<file path="src/rtl/mdm_ctl_out.sv">
module mdm_ctl_out #(
  parameter int SYNC_STAGES = 2
) (
  input  logic clk,
  input  logic rst,
  input  logic mcr_dtr,
  input  logic mcr_rts,
  input  logic mcr_out2,
  input  logic mcr_loop,
  input  logic ms_irq_en,
  input  logic msr_rd,
  input  logic ring_n,
  input  logic tx_ser,
  input  logic rx_pin,
  input  logic irq_req,
  output logic dtr_n,
  output logic rts_n,
  output logic op_n,
  output logic irq_o,
  output logic irq_oe,
  output logic rx_ser,
  output logic tx_pin,
  output logic msi_req
);
  localparam int MSB = (SYNC_STAGES < 2) ? 1 : SYNC_STAGES - 1;

  logic [MSB:0] ri_sync;
  logic         ri_last;
  logic         ri_flag;
  logic         ri_rise;

  always_ff @(posedge clk) begin
    if (rst) begin
      ri_sync <= '1;
      ri_last <= 1'b1;
    end else begin
      ri_sync <= {ri_sync[MSB-1:0], ring_n};
      ri_last <= ri_sync[MSB];
    end
  end

  assign ri_rise = ri_sync[MSB] & ~ri_last;

  always_ff @(posedge clk) begin
    if (rst)          ri_flag <= 1'b0;
    else if (ri_rise) ri_flag <= 1'b1;
    else if (msr_rd)  ri_flag <= 1'b0;
  end

  assign msi_req = ri_flag & ms_irq_en;

  always_ff @(posedge clk) begin
    if (rst) begin
      dtr_n  <= 1'b1;
      rts_n  <= 1'b1;
      op_n   <= 1'b1;
      irq_oe <= 1'b0;
      irq_o  <= 1'b0;
    end else begin
      dtr_n  <= mcr_loop | ~mcr_dtr;
      rts_n  <= mcr_loop | ~mcr_rts;
      op_n   <= mcr_loop | ~mcr_out2;
      irq_oe <= mcr_out2;
      irq_o  <= mcr_out2 & irq_req;
    end
  end

  assign rx_ser = mcr_loop ? tx_ser : rx_pin;
  assign tx_pin = mcr_loop | tx_ser;
endmodule

</file>
<file path="config.mk">
export PLATFORM = sky130hd
export DESIGN_NAME = mdm_ctl_out
export DESIGN_NICKNAME = d
export VERILOG_FILES = /design/src/rtl/mdm_ctl_out.sv
export SDC_FILE = /design/constraint.sdc
export NUM_CORES = 1
export LEC_CHECK = 0
export CAP_MARGIN = 5
export CORE_AREA = 4 4 41 43
export CTS_CLUSTER_SIZE = 16
export DETAILED_ROUTE_END_ITERATION = 7
export DIE_AREA = 0 0 45 47
export PLACE_DENSITY = 0.59
export SLEW_MARGIN = 15
export SYNTH_ARGS = -nofsm -noshare
export SYNTH_HDL_FRONTEND = slang
export SYNTH_SLANG_ARGS = --single-unit
</file>
<file path="constraint.sdc">
create_clock -name clk -period 1.04 [get_ports clk]
set_input_delay 0.156 -clock clk [delete_from_list [all_inputs] [get_ports clk]]
set_output_delay 0.156 -clock clk [all_outputs]
set_load 0.005 [all_outputs]
</file>
### Word level (Yosys, flattened, before mapping)

Index checks and enable logic that the tools add are counted.
Widths: inputs -> output; s select.

* input port bits: 12
* register bits after elaboration: 9
* output and inout bits: 8

* reductions and logical operators: 1
* bitwise logic cells: 11
* mux-type cells: 3

Operators by type and width (number)
* $not 1->1: 4
* $or 1x1->1: 4
* $and 1x1->1: 3
* $mux 1: 3
* $reduce_bool 2->1: 1

### Depth between registers and ports, before layout

Gate-level depths: netlist (run 1).

* depth after elaboration: 3
* depth in mapped cells: 2

### Worst setup path before layout (run 1)

No wires, ideal clock.

* path type: register to register
* start: reg ri_sync[1]
* end: reg ri_last
* setup time: 0.123 ns
* path buffers: 0
* data required time: 0.917 ns
* stages on the path, launching flop included: 2
* data arrival time: 0.554 ns
* setup slack: 0.363 ns
* path through: dfxtp_1 > or2_2

RTL lines
* start: declaration: RTL line 27 `logic [MSB:0] ri_sync;`
* start signal: assignment: RTL line 37 `ri_sync <= {ri_sync[MSB-1:0], ring_n};`
* end signal: assignment: RTL line 38 `ri_last <= ri_sync[MSB];`
* end: declaration: RTL line 28 `logic ri_last;`

No word-level cell between the ends.

### Final worst setup path (run 1)

* start: in mcr_loop
* end: out tx_pin

* word-level cells in the longest chain between the ends: 1

RTL lines
* start: declaration: RTL line 9 `input logic mcr_loop,`
* $or 1x1->1: RTL line 69 `assign tx_pin = mcr_loop | tx_ser;`
* end: declaration: RTL line 22 `output logic tx_pin,`

Every way passes these cells.

==> results of run 1 <==
## sequential cells by signal (all words and copies together) (netlist names)
| register | count |
|---|---|
| rts_n | 1 |
| dtr_n | 1 |
| ri_sync | 2 |
| irq_o | 1 |
| ri_last | 1 |
| ri_flag | 1 |
| op_n | 1 |
| irq_oe | 1 |
## kinds of logic after synthesis
family             Yosys count  synth area share
DFF                          9            0.6575
AOI/OAI and AO/OA            1           0.01825
and+or+nand+nor             13            0.2694
muxes                        1           0.05478
## tightest hold or removal path, delay by kind of cell
kind	cells	cell delay (ns)
buffers and inverters	1	0.24
AND/OR/NAND/NOR	2	0.15
## cells in the mapped netlist, drive strengths merged
cell type / number
a21oi: 1
and2: 2
dfxtp: 9
mux2: 1
nand2: 3
nand2b: 2
nor2: 1
nor2b: 1
or2: 4
## power by group
group | internal [mW] | switching [mW] | leakage, nW | total (mW)
sequential | 0.358 | 0.00279 | 0.0742 | 0.361
combinational | 0.0618 | 0.0247 | 0.141 | 0.0865
clock | 0.147 | 0.113 | 0.0150 | 0.260
total | 0.568 | 0.140 | 0.231 | 0.708
## routing by layer
metal	global-route usage	wire length [µm]	vias to the layer above
li1	-	-	123
met5	0	0	-
met2	0.1073	252	20
met4	0.05263	0	0
met1	0.05069	194	98
met3	0.1073	178	0
## what timing repair did
item,CTS,global route
gates cloned,0,0
gates resized for setup,17,5
endpoints found under the setup margin,8,2
hold buffers,0,0
## placed cells by master (no fill, tap or decap), types with 2 or more instances in the layout
master and count:
clkdlybuf4s50_1 7, dlygate4sd2_1 7, nand2b_1 2, or2_1 2, nand2_1 3, buf_2 2
or2_2 2, clkbuf_4 3, dlymetal6s2s_1 2, dfxtp_1 9
## worst min-delay path by stage
stage | to | depth (start not counted)
finish | op_n | 3
global route | op_n | 3
CTS | op_n | 3
detailed placement | ri_sync[1] | 1
global placement | ri_sync[1] | 1
floorplan | dtr_n | 1
## metrics by stage
| stage | setup WS [ns] | hold slack, ns |
|---|---|---|
| 6_report | 0.05015 | 0.3279 |
| 3_3_place_gp | -0.5271 | 0.3879 |
| 4_1_cts | -0.1360 | 0.3235 |
| 5_1_grt | 0.02202 | 0.3257 |
| 2_1_floorplan | 0.3632 | 0.2179 |
| 3_5_place_dp | -0.5390 | 0.3946 |
## cell type report
cell class | instances | area, µm²
well taps | 15 | 18.77
fillers | 149 | 794.5
flip-flops and latches | 9 | 180.2
repair buffers | 20 | 185.2
clock buffers | 4 | 26.28
multi-input cells | 15 | 96.34
==> results_dict.tcl, run 1 <==
set metrics [dict create \
    syn2layout_area_growth_pct 84.93 \
    worstMarginPinSlew_ns 0.2270 \
    drc 0 \
    clk_pin_slew_worst_paths_ns 0.06 \
    reg2reg_depth 1 \
    worstSetupPathType "input pin to output pin" \
    core_area_mm2 0.001301 \
    ys_warn_count 0 \
    slew_headroom 0.8482 \
    num-nets-final 61 \
    synth-seq-area-share 0.6575 \
    stdcell_area_um2 506.7 \
    core.rowCount 13 \
    grt_antenna_before_repair 0 \
    final_layout_size_suffix_gt1_frac 0.2500 \
    ant_nets 0 \
    first_pass_iters 1 \
    synthesis.area_um2 274.0 \
    hpwl_um 514.9 \
    initial_core_util 0.2106 \
    min-delay-start "mcr_loop" \
    r2r_setup_slack_ns 0.35 \
    start_kind "input pin" \
    r2r_start "ri_sync[1]" \
    cp_num_cells 3 \
    path_cells "dlygate4sd2_1, or2_2, buf_2" \
    grt_pass1_wl_um 1000 \
    timing.rr.end "ri_last" \
    post_cts_buffers 0 \
    syn_inst 24 \
    gp_congestion 0.5980 \
    synth_top_area_cell "dfxtp_1" \
    power_mw 0.7080 \
    synthTopCellsByArea "dfxtp_1 66%, mux2_4 5.5%, and2_1 4.6%" \
    period_needed_ns 0.9899 \
    ios 20 \
    instances_no_fill 63 \
    setup_viol 0 \
    leakage_nw 0.2306 \
    diodes 0 \
    dieArea_mm2 0.002115 \
    clock_latency_ns 0.25 \
    track_usage 0.07698 \
    timing.fmax_mhz 1010 \
    fin_util 0.3894 \
    cp_top_family "buffers and inverters" \
    maxCapViolCount 0 \
    worst_ep_required_time_ns 0.88 \
    vias 241 \
    avgSynthCellArea_um2 11.42 \
    outcome "completed" \
    ys_ff_latch 9 \
    power.density_mw_per_mm2 1397 \
    rsz0062_at_grt "no" \
    synth_top_area_frac 0.6575 \
    slowest_delay_ns 0.29 \
    port_buffers 19 \
    finalClockSkew_ns 0.00008202 \
    viasPerCell 3.825 \
    crit_start "mcr_loop" \
    dpl_cell_area_um2 490.5 \
    worstSetupEndpoint "tx_pin" \
    gr-total-overflow 0 \
    drv_slew 0 \
    syn_nets 36 \
    cts_tree "done" \
    cts_max_path_buffers 2 \
    cts_buffers 3 \
    routed_wl_um 625 \
    crit_slowest_cell "or2_2" \
    grt_start_max_net_pins 7 \
    cp.arrival_ns 0.83 \
    crit_path_max_fanout 3 \
    ir_worst_vdd_mv 0.5984 \
    crit_path_end_kind "output pin" \
    final_hold_viol_count 0 \
    fin_setup_tns_ns 0 \
    cts.sinks 9 \
    drtIter0Drc 0 \
    fin_crit_sh 0.9518 \
    wl_per_cell_um 9.921 \
    die-width_um 45 \
    synth_cell_types 10 \
    worst_hold_path_type "input pin to flip-flop" \
    critPathBufInv 2 \
    first_global_vias 270 \
    cts_root_buffer "clkbuf_4" \
    dpl.cell_count 59 \
    die_height_um 47 \
    h-tree-depth 1 \
]
(Power assumes the default switching activity.)
==> run 2, diff against run 1 <==
--- a/config.mk
+++ b/config.mk
@@ -10,7 +10,7 @@
 export CTS_CLUSTER_SIZE = 16
 export DETAILED_ROUTE_END_ITERATION = 7
 export DIE_AREA = 0 0 45 47
-export PLACE_DENSITY = 0.59
+export PLACE_DENSITY = 0.51
 export SLEW_MARGIN = 15
 export SYNTH_ARGS = -nofsm -noshare
 export SYNTH_HDL_FRONTEND = slang
==> results_dict.tcl, run 2 (synthesis gave the netlist of run 1 again) <==
set metrics [dict create \
    worstMarginPinSlew_ns 0.2156 \
    diodes 0 \
    clock_latency_ns 0.26 \
    start_kind "input pin" \
    grt_start_max_net_pins 7 \
    drtIter0Drc 0 \
    track_usage 0.07387 \
    fin_crit_sh 0.9612 \
    r2r_start "ri_sync[1]" \
    cts_root_buffer "clkbuf_4" \
    cts_max_path_buffers 2 \
    first_global_vias 262 \
    dpl_cell_area_um2 490.5 \
    fin_setup_tns_ns 0 \
    final_cell_mix "8 x dfxtp_1, 8 x clkdlybuf4s50_1, 7 x dlygate4sd2_1" \
    core_area_mm2 0.001301 \
    die-width_um 45 \
    period_needed_ns 0.9997 \
    final_layout_size_suffix_gt1_frac 0.2708 \
    clkPwrFrac 0.378 \
    worstSetupEndpoint "rx_ser" \
    p_seq_frac 0.500 \
    drv_slew 0 \
    cts_buffers 3 \
    worstSetupPathType "input pin to output pin" \
    die_height_um 47 \
    leakage_nw 0.2242 \
    grt_pass1_wl_um 972 \
    viasPerCell 3.968 \
    maxCapViolCount 0 \
    r2r_setup_slack_ns 0.34 \
    gr-total-overflow 0 \
    dieArea_mm2 0.002115 \
    setup_slack_ns 0.04032 \
    syn2layout_area_growth_pct 84.93 \
    internal_power_mw 0.5635 \
    crit_path_end_kind "output pin" \
    power.density_mw_per_mm2 1426 \
    final_hold_viol_count 0 \
    p_comb_frac 0.122 \
    rsz0062_at_grt "no" \
    postCtsHoldBufs 0 \
    pre_cts_slack_ns -0.5415 \
    ios 20 \
    num-nets-final 61 \
    cp.arrival_ns 0.84 \
    h-tree-depth 1 \
    drc 0 \
    initial_core_util 0.2106 \
    top_register "ri_sync" \
    crit_path_max_fanout 3 \
    first_pass_iters 1 \
    setup_viol 0 \
    slew_headroom 0.8558 \
    hold_ws_ns 0.3795 \
    routed_wl_um 683 \
    core.rowCount 13 \
    wl_per_cell_um 10.84 \
    power_mw 0.7228 \
    power.net_switching_mw 0.1593 \
    cts.sinks 9 \
    stdcell_area_um2 506.7 \
    vias 250 \
    reg2reg_depth 1 \
    finalClockSkew_ns 0.007832 \
    clk_pin_slew_worst_paths_ns 0.07 \
    cts_tree "done" \
    largest_reg_flops 2 \
    worst_ep_required_time_ns 0.88 \
    outcome "completed" \
    port_buffers 19 \
    ant_nets 0 \
    ir_worst_vdd_mv 0.5292 \
    gp_congestion 0.6375 \
    swShare 0.2204 \
    crit_start "mcr_loop" \
    grt_antenna_before_repair 0 \
    timing.fmax_mhz 1000 \
    timing.rr.end "ri_last" \
    worst_hold_path_type "input pin to flip-flop" \
]
==> run 2: worst max-delay path: stages <==
cell	delay, ns
dlygate4sd2_1	0.26
mux2_4	0.31
buf_6	0.12
==> run 2: power by group through the flow <==
stage	clock network, mW	registers (mW)	logic, mW
finish	0.273	0.362	0.0879
global route	0.295	0.363	0.0954
detailed placement	0	0.370	0.0980
global placement	0	0.369	0.0961
floorplan	0	0.371	0.0192
CTS	0.289	0.362	0.0879
==> run 2: routing by layer <==
metal / share of wire / track usage / vias up / wire length, µm
met1: 0.36 / 0.05774 / 107 / 245
li1: - / - / 123 / -
met4: 0.020 / 0.1053 / 0 / 14
met5: 0 / 0 / - / 0
met3: 0.13 / 0.03448 / 2 / 91
met2: 0.49 / 0.1158 / 18 / 332
==> run 2: how the worst min path moves through the flow <==
stage,endpoint,depth (start not counted),startpoint,slack (ns)
after global routing,rts_n,2,mcr_rts,0.39
after global placement,ri_sync[1],1,ri_sync[0],0.39
after CTS,rts_n,2,mcr_rts,0.36
after detailed placement,ri_sync[1],1,ri_sync[0],0.39
final,rts_n,2,mcr_rts,0.38
after floorplan,dtr_n,1,mcr_dtr,0.22
==> run 2: stage by stage <==
step,utilization,instances
detailed placement,0.3769,59
global route,0.3894,63
finish,0.3894,63
floorplan,-,24
global placement,0.3769,59
CTS,0.3865,63
==> run 2: timing repair <==
action | 4_1_cts | 5_1_grt
cloned | 0 | 0
gates resized for setup | 19 | 3
endpoints found under the setup margin | 8 | 1
setup buffers | 0 | 0
==> run 2: final cells by class <==
cell class / instances / area [µm²]
fillers: 140 / 794.5
repair buffers: 20 / 182.7
flip-flops and latches: 9 / 181.4
multi-input cells: 15 / 96.34
clock buffers: 3 / 22.52
well taps: 15 / 18.77
clock inverters: 1 / 5.005
